<file path="src/rtl/premod_pkg.sv">
package premod_pkg;
    localparam int LEVEL_W  = 4;
    localparam int WORD_W   = 32;
    localparam int FIELD_W  = 8;
    localparam logic [15:0] TABLE_PAD = 16'hC3A5;
endpackage

</file>
<file path="src/rtl/premod_rom.sv">
module premod_rom
    import premod_pkg::*;
#(
    parameter int PHASES = 7,
    localparam int ROW_W = (PHASES > 1) ? $clog2(PHASES) : 1,
    localparam int LEVELS = 1 << LEVEL_W
) (
    input  logic [ROW_W-1:0]   row,
    input  logic [LEVEL_W-1:0] level,
    output logic [WORD_W-1:0]  word
);
    logic [WORD_W-1:0] table_w [PHASES][LEVELS];

    // Placeholder contents: row and level are encoded in the word itself.
    for (genvar r = 0; r < PHASES; r++) begin : g_row
        for (genvar l = 0; l < LEVELS; l++) begin : g_lvl
            assign table_w[r][l] = {FIELD_W'(r), FIELD_W'(l), TABLE_PAD};
        end
    end

    always_comb begin
        word = '0;
        for (int r = 0; r < PHASES; r++) begin
            if (row == ROW_W'(r)) word = table_w[r][level];
        end
    end
endmodule

</file>
<file path="src/rtl/premod_phase.sv">
module premod_phase #(
    parameter int PHASES = 7,
    localparam int ROW_W = (PHASES > 1) ? $clog2(PHASES) : 1
) (
    input  logic             clk,
    input  logic             rst_n,
    input  logic             adv,
    output logic [ROW_W-1:0] row
);
    logic [ROW_W-1:0] row_d, row_q;

    always_comb begin
        row_d = row_q;
        if (adv) begin
            // Step one row; wrap past the last row back to the first.
            row_d = (row_q == ROW_W'(PHASES - 1)) ? '0 : row_q + 1'b1;
        end
    end

    always_ff @(posedge clk or negedge rst_n) begin
        if (!rst_n) row_q <= '0;
        else        row_q <= row_d;
    end

    assign row = row_q;
endmodule

</file>
<file path="src/rtl/premod_wordgen.sv">
module premod_wordgen
    import premod_pkg::*;
#(
    parameter int PHASES     = 7,
    parameter int CNT_W      = 8,
    parameter int LINE_WORDS = 159,
    localparam int ROW_W = (PHASES > 1) ? $clog2(PHASES) : 1
) (
    input  logic               clk,
    input  logic               rst_n,
    input  logic               req_valid,
    output logic               req_ready,
    input  logic [CNT_W-1:0]   req_count,
    input  logic [LEVEL_W-1:0] req_level,
    input  logic               req_jam,
    input  logic [LEVEL_W-1:0] jam_level,
    output logic               word_valid,
    input  logic               word_ready,
    output logic [WORD_W-1:0]  word_data,
    output logic               done
);
    typedef struct packed {
        logic               busy;
        logic [CNT_W-1:0]   remain;
        logic [LEVEL_W-1:0] level;
        logic               done;
    } ctrl_t;

    ctrl_t ctl_d, ctl_q;
    logic  accept;
    logic [ROW_W-1:0] row;

    assign accept = ctl_q.busy && word_ready;

    always_comb begin
        ctl_d      = ctl_q;
        ctl_d.done = 1'b0;
        if (!ctl_q.busy) begin
            if (req_valid) begin
                if (req_jam) begin
                    ctl_d.busy   = 1'b1;
                    ctl_d.remain = CNT_W'(LINE_WORDS);
                    ctl_d.level  = jam_level;
                end else if (req_count == '0) begin
                    ctl_d.done = 1'b1;
                end else begin
                    ctl_d.busy   = 1'b1;
                    ctl_d.remain = req_count;
                    ctl_d.level  = req_level;
                end
            end
        end else if (accept) begin
            ctl_d.remain = ctl_q.remain - 1'b1;
            if (ctl_q.remain == CNT_W'(1)) begin
                ctl_d.busy = 1'b0;
                ctl_d.done = 1'b1;
            end
        end
    end

    always_ff @(posedge clk or negedge rst_n) begin
        if (!rst_n) ctl_q <= '0;
        else        ctl_q <= ctl_d;
    end

    premod_phase #(.PHASES(PHASES)) u_phase (
        .clk   (clk),
        .rst_n (rst_n),
        .adv   (accept),
        .row   (row)
    );

    premod_rom #(.PHASES(PHASES)) u_rom (
        .row   (row),
        .level (ctl_q.level),
        .word  (word_data)
    );

    assign req_ready  = !ctl_q.busy;
    assign word_valid = ctl_q.busy;
    assign done       = ctl_q.done;
endmodule

</file>
<file path="config.mk">
export PLATFORM = sky130hd
export DESIGN_NAME = premod_wordgen
export DESIGN_NICKNAME = d
export VERILOG_FILES = /design/src/rtl/premod_pkg.sv /design/src/rtl/premod_rom.sv /design/src/rtl/premod_phase.sv /design/src/rtl/premod_wordgen.sv
export SDC_FILE = /design/constraint.sdc
export NUM_CORES = 1
export LEC_CHECK = 0
export ABC_AREA = 1
export CAP_MARGIN = 25
export CORE_MARGIN = 2
export CORE_UTILIZATION = 67
export DETAILED_ROUTE_END_ITERATION = 6
export DONT_BUFFER_PORTS = 1
export GPL_TIMING_DRIVEN = 1
export PLACE_DENSITY_LB_ADDON = 0.05
export SYNTH_ARGS = -nofsm -noshare
export SYNTH_HDL_FRONTEND = slang
export SYNTH_SLANG_ARGS = --single-unit
</file>
<file path="constraint.sdc">
create_clock -name clk -period 2.2 [get_ports clk]
set_clock_uncertainty 0.2 [all_clocks]
set_input_delay 0.11 -clock clk [delete_from_list [all_inputs] [get_ports clk]]
set_output_delay 0.11 -clock clk [all_outputs]
set_load 0.005 [all_outputs]
</file>
==> results.md <==
- Via/cell ratio: around 5.5
- Clock power frac: 11.6%
- Worst vdd ir: 0.700 mV
- Slew Limit Headroom: roughly 48%
- Final WS setup: approximately 0.074 ns
- Fin crit period: approximately 2.1 ns
- Sequential share of the synthesized area: 33.4%
- Initial antenna violation count: 0
- Number of CTS-inserted buffers: 3
- Routed WL per cell: 14.4 um
- Cell Int Power: 840 uW
- Synth area leader: dfrtp_1
- Sink Count: 17
- Clock buffer depth: 2
- CTS tree: done
- Critical Path Source Type: input port
- Non-Filler Instances: between 200 and 250
- Core Footprint: 1760 um2
- CP top delay family: buffers and inverters
- Area grow syn2layout: 14.1%
- GPL Wtd Cong: around 0.95
- Met2 WL: ~1600 um
- Post-synth ARST share: 100%
- Reg power frac: a little over a third
- Hold Path Class: in -> reg
- Max stage delay cell, worst path: dlygate4sd3_1
- Most common library cells after synthesis: nand2_1, buf_4, nand3_1, nor2_1, o21ai_0
- Post-synth top area share: approximately 33%
- Leak pwr: 0.734 nW
- Setup TNS Final: 0 ns
- WP buf/inv: 2
- Grt total ovfl: 0
- Yosys cell types: 22
- GRT Util Overall: between 30 and 40%
- Post-DP Area: around 1200 um2
- Post-synth EDFFs: 0
- Row count: 15
- NetSw: 706 uW
- Total iterations of the first detailed-routing run: 4
- Number of global-route vias before repair: roughly 1200
- Post-CTS setup buffer count: 0
- Hold slack: between 0.03 and 0.04 ns
- Post-Place Cells: around 190
- Max_cap viols: 0
- Combinational share of power: ~52%
- Root buffer cell: clkbuf_4
- Number of DRC markers in iteration 0: 41
- Final period util: between 90 and 100%
- Final Power: 1.55 mW
- Largest net degree at the start of global routing: 18
- Final Core Density: between 80% and 90%
- Crit path cell chain: dlygate4sd3_1 > nor2_1 > nand2_1 > nor2_4 > nand2_1 > nand3_2 > nand2_1 > nand3_1 > dlygate4sd3_1
- Worst path most repeated cell: nand2_1
- CP Capture Type: flop
- Area of the multi-input gates: 634 um2
- I/O pin cnt: 56
- Mean Syn Cell Area: 7.20 um2
- RSZ-0062 raised after global routing: no
- # diodes: 0
- CP Data Required Time: 2.24 ns
- Sequential Area: about 430 um2
- Worst-margin pin slew: just under 0.8 ns
- Antenna-violating nets left: 0
- Netlist Area Pre-Place: approximately 1300 um2
- Count leader, synth: nand2_1
- Crit path kind: in -> reg
- Worst EP arrival: 2.16 ns
- Switching Share: 45.7%
- Initial Utilization: between 70 and 80%
- Fin nets: between 200 and 250
- Finish-stage setup viols: 0
- Delay of the slowest critical-path stage: just under 0.6 ns
- Post-detail-place hpwl: between 1500 and 2000 um
- Dominant synthesized flop cell: dfrtp_1
- Clock transition at path regs: around 0.12 ns
- Clk Latency, worst-skew pair: 0.30 ns
- Power Dens Cells: between 1000 and 1500 nW/um2
- Drt total wl: approximately 3200 um
- Ranking of synthesized cells by area: dfrtp_1, buf_4, nand2_1
- Filler Cells Inserted: around 120
- Top sig layer: met4
- Ys Warns: 0
- Fmax achieved: 470 MHz
- Post-Synthesis Cells: around 180
- Worst slack at placement: 0.715 ns
- Detailed-route via count: between 1000 and 1500
- Port Buffers: 0
- First-pass GRT wire length: 5000 um
- Crit-path max FO: 6
- Final instance area: 1460 um2
- Die height: 47.6 um
- Met3 Wirelength: around 220 um
- DIE WIDTH: around 48 um
- M1 wire length: 1220 um
- Die area: 2270 um2
- # DRC: 0
- Number of hold violations in the final report: 0
- Reg2reg setup slack: between 0.2 and 0.25 ns
- Final Slew Violations: 0
- Layout cells sized above 1: between 10% and 20%
- H-Tree Depth: 1
- Post-synthesis sequential element count: 17
- Outcome: complete, no violations
-- cell usage in the layout, fill, tap and decap left out --
cell	synthesis	routed
clkinv_2	0	1
dlymetal6s4s_1	0	1
nand2_2	1	1
o21ai_0	18	18
nor2_1	21	21
inv_1	17	17
inv_2	3	3
dfrtp_1	17	17
nor2_2	1	1
conb_1	1	17
nand2_4	2	2
clkbuf_4	0	3
nand3_1	21	21
a21oi_1	5	5
dlygate4sd3_1	0	24
ha_1	3	3
nand3_2	1	1
nor2_4	1	1
or2_1	1	1
or2_2	2	2
inv_6	1	1
o21ai_2	5	5
nand2_1	29	29
nand4_1	1	1
-- layout make-up --
| cell class | instances | area share, % |
|---|---|---|
| inverters | 21 | 5.76 |
| flip-flops and latches | 17 | 29.2 |
| clock buffers | 3 | 1.55 |
| clock inverters | 1 | 0.344 |
| repair buffers | 25 | 17.4 |
| multi-input cells | 129 | 43.6 |
| well taps | 25 | 2.15 |
-- path summary, 6_finish.rpt --
path	start	end	cells past startpoint
max	req_count[4]	ctl_q[5]	9
min	req_count[3]	word_valid	6
max reg2reg	ctl_q[9]	ctl_q[11]	7
min reg2reg	ctl_q[4]	ctl_q[4]	2
max in group asynchronous	rst_n	ctl_q[1]	1
min in group asynchronous	rst_n	ctl_q[11]	1
-- registers in the layout, summed over array words and instances, names as in the netlist --
register / count
u_phase.row: 3
ctl_q: 12
done: 1
word_valid: 1
-- layer usage --
layer,GRT usage (%),vias up
met5,0,-
met4,18.9,0
met3,5.66,18
met2,54.1,75
met1,38.5,548
li1,-,566
-- power groups by stage --
stage	Combinational, mW	Sequential, mW	Clock, mW
6_report	0.804	0.563	0.179
5_1_grt	0.904	0.580	0.200
4_1_cts	0.772	0.556	0.176
3_5_place_dp	0.655	0.563	0
3_3_place_gp	0.634	0.557	0
2_1_floorplan	0.605	0.536	0
-- worst reg2reg max path: stages (launching register included) --
cell and delay [ns]:
dfrtp_1 0.40, nor2_1 0.28, inv_1 0.09, nor2_2 0.13, nand3_1 0.08, nand3_1 0.08
nand3_1 0.06, dlygate4sd3_1 0.56
-- cell families after synthesis --
family / synth area share (%)
AOI/OAI and AO/OA: 12.5
adders and majority gates: 2.94
buffers and inverters: 21.6
DFF: 33.4
other: 0.294
and+or+nand+nor: 29.3
-- timing repair --
action / 4_1_cts / 5_1_grt
setup endpoints to repair: 0 / 1
gates resized for setup: 0 / 1
hold buffers: 25 / 0
endpoints found under the hold margin: 32 / 0
No activity file was read; power rests on OpenSTA's default activity.
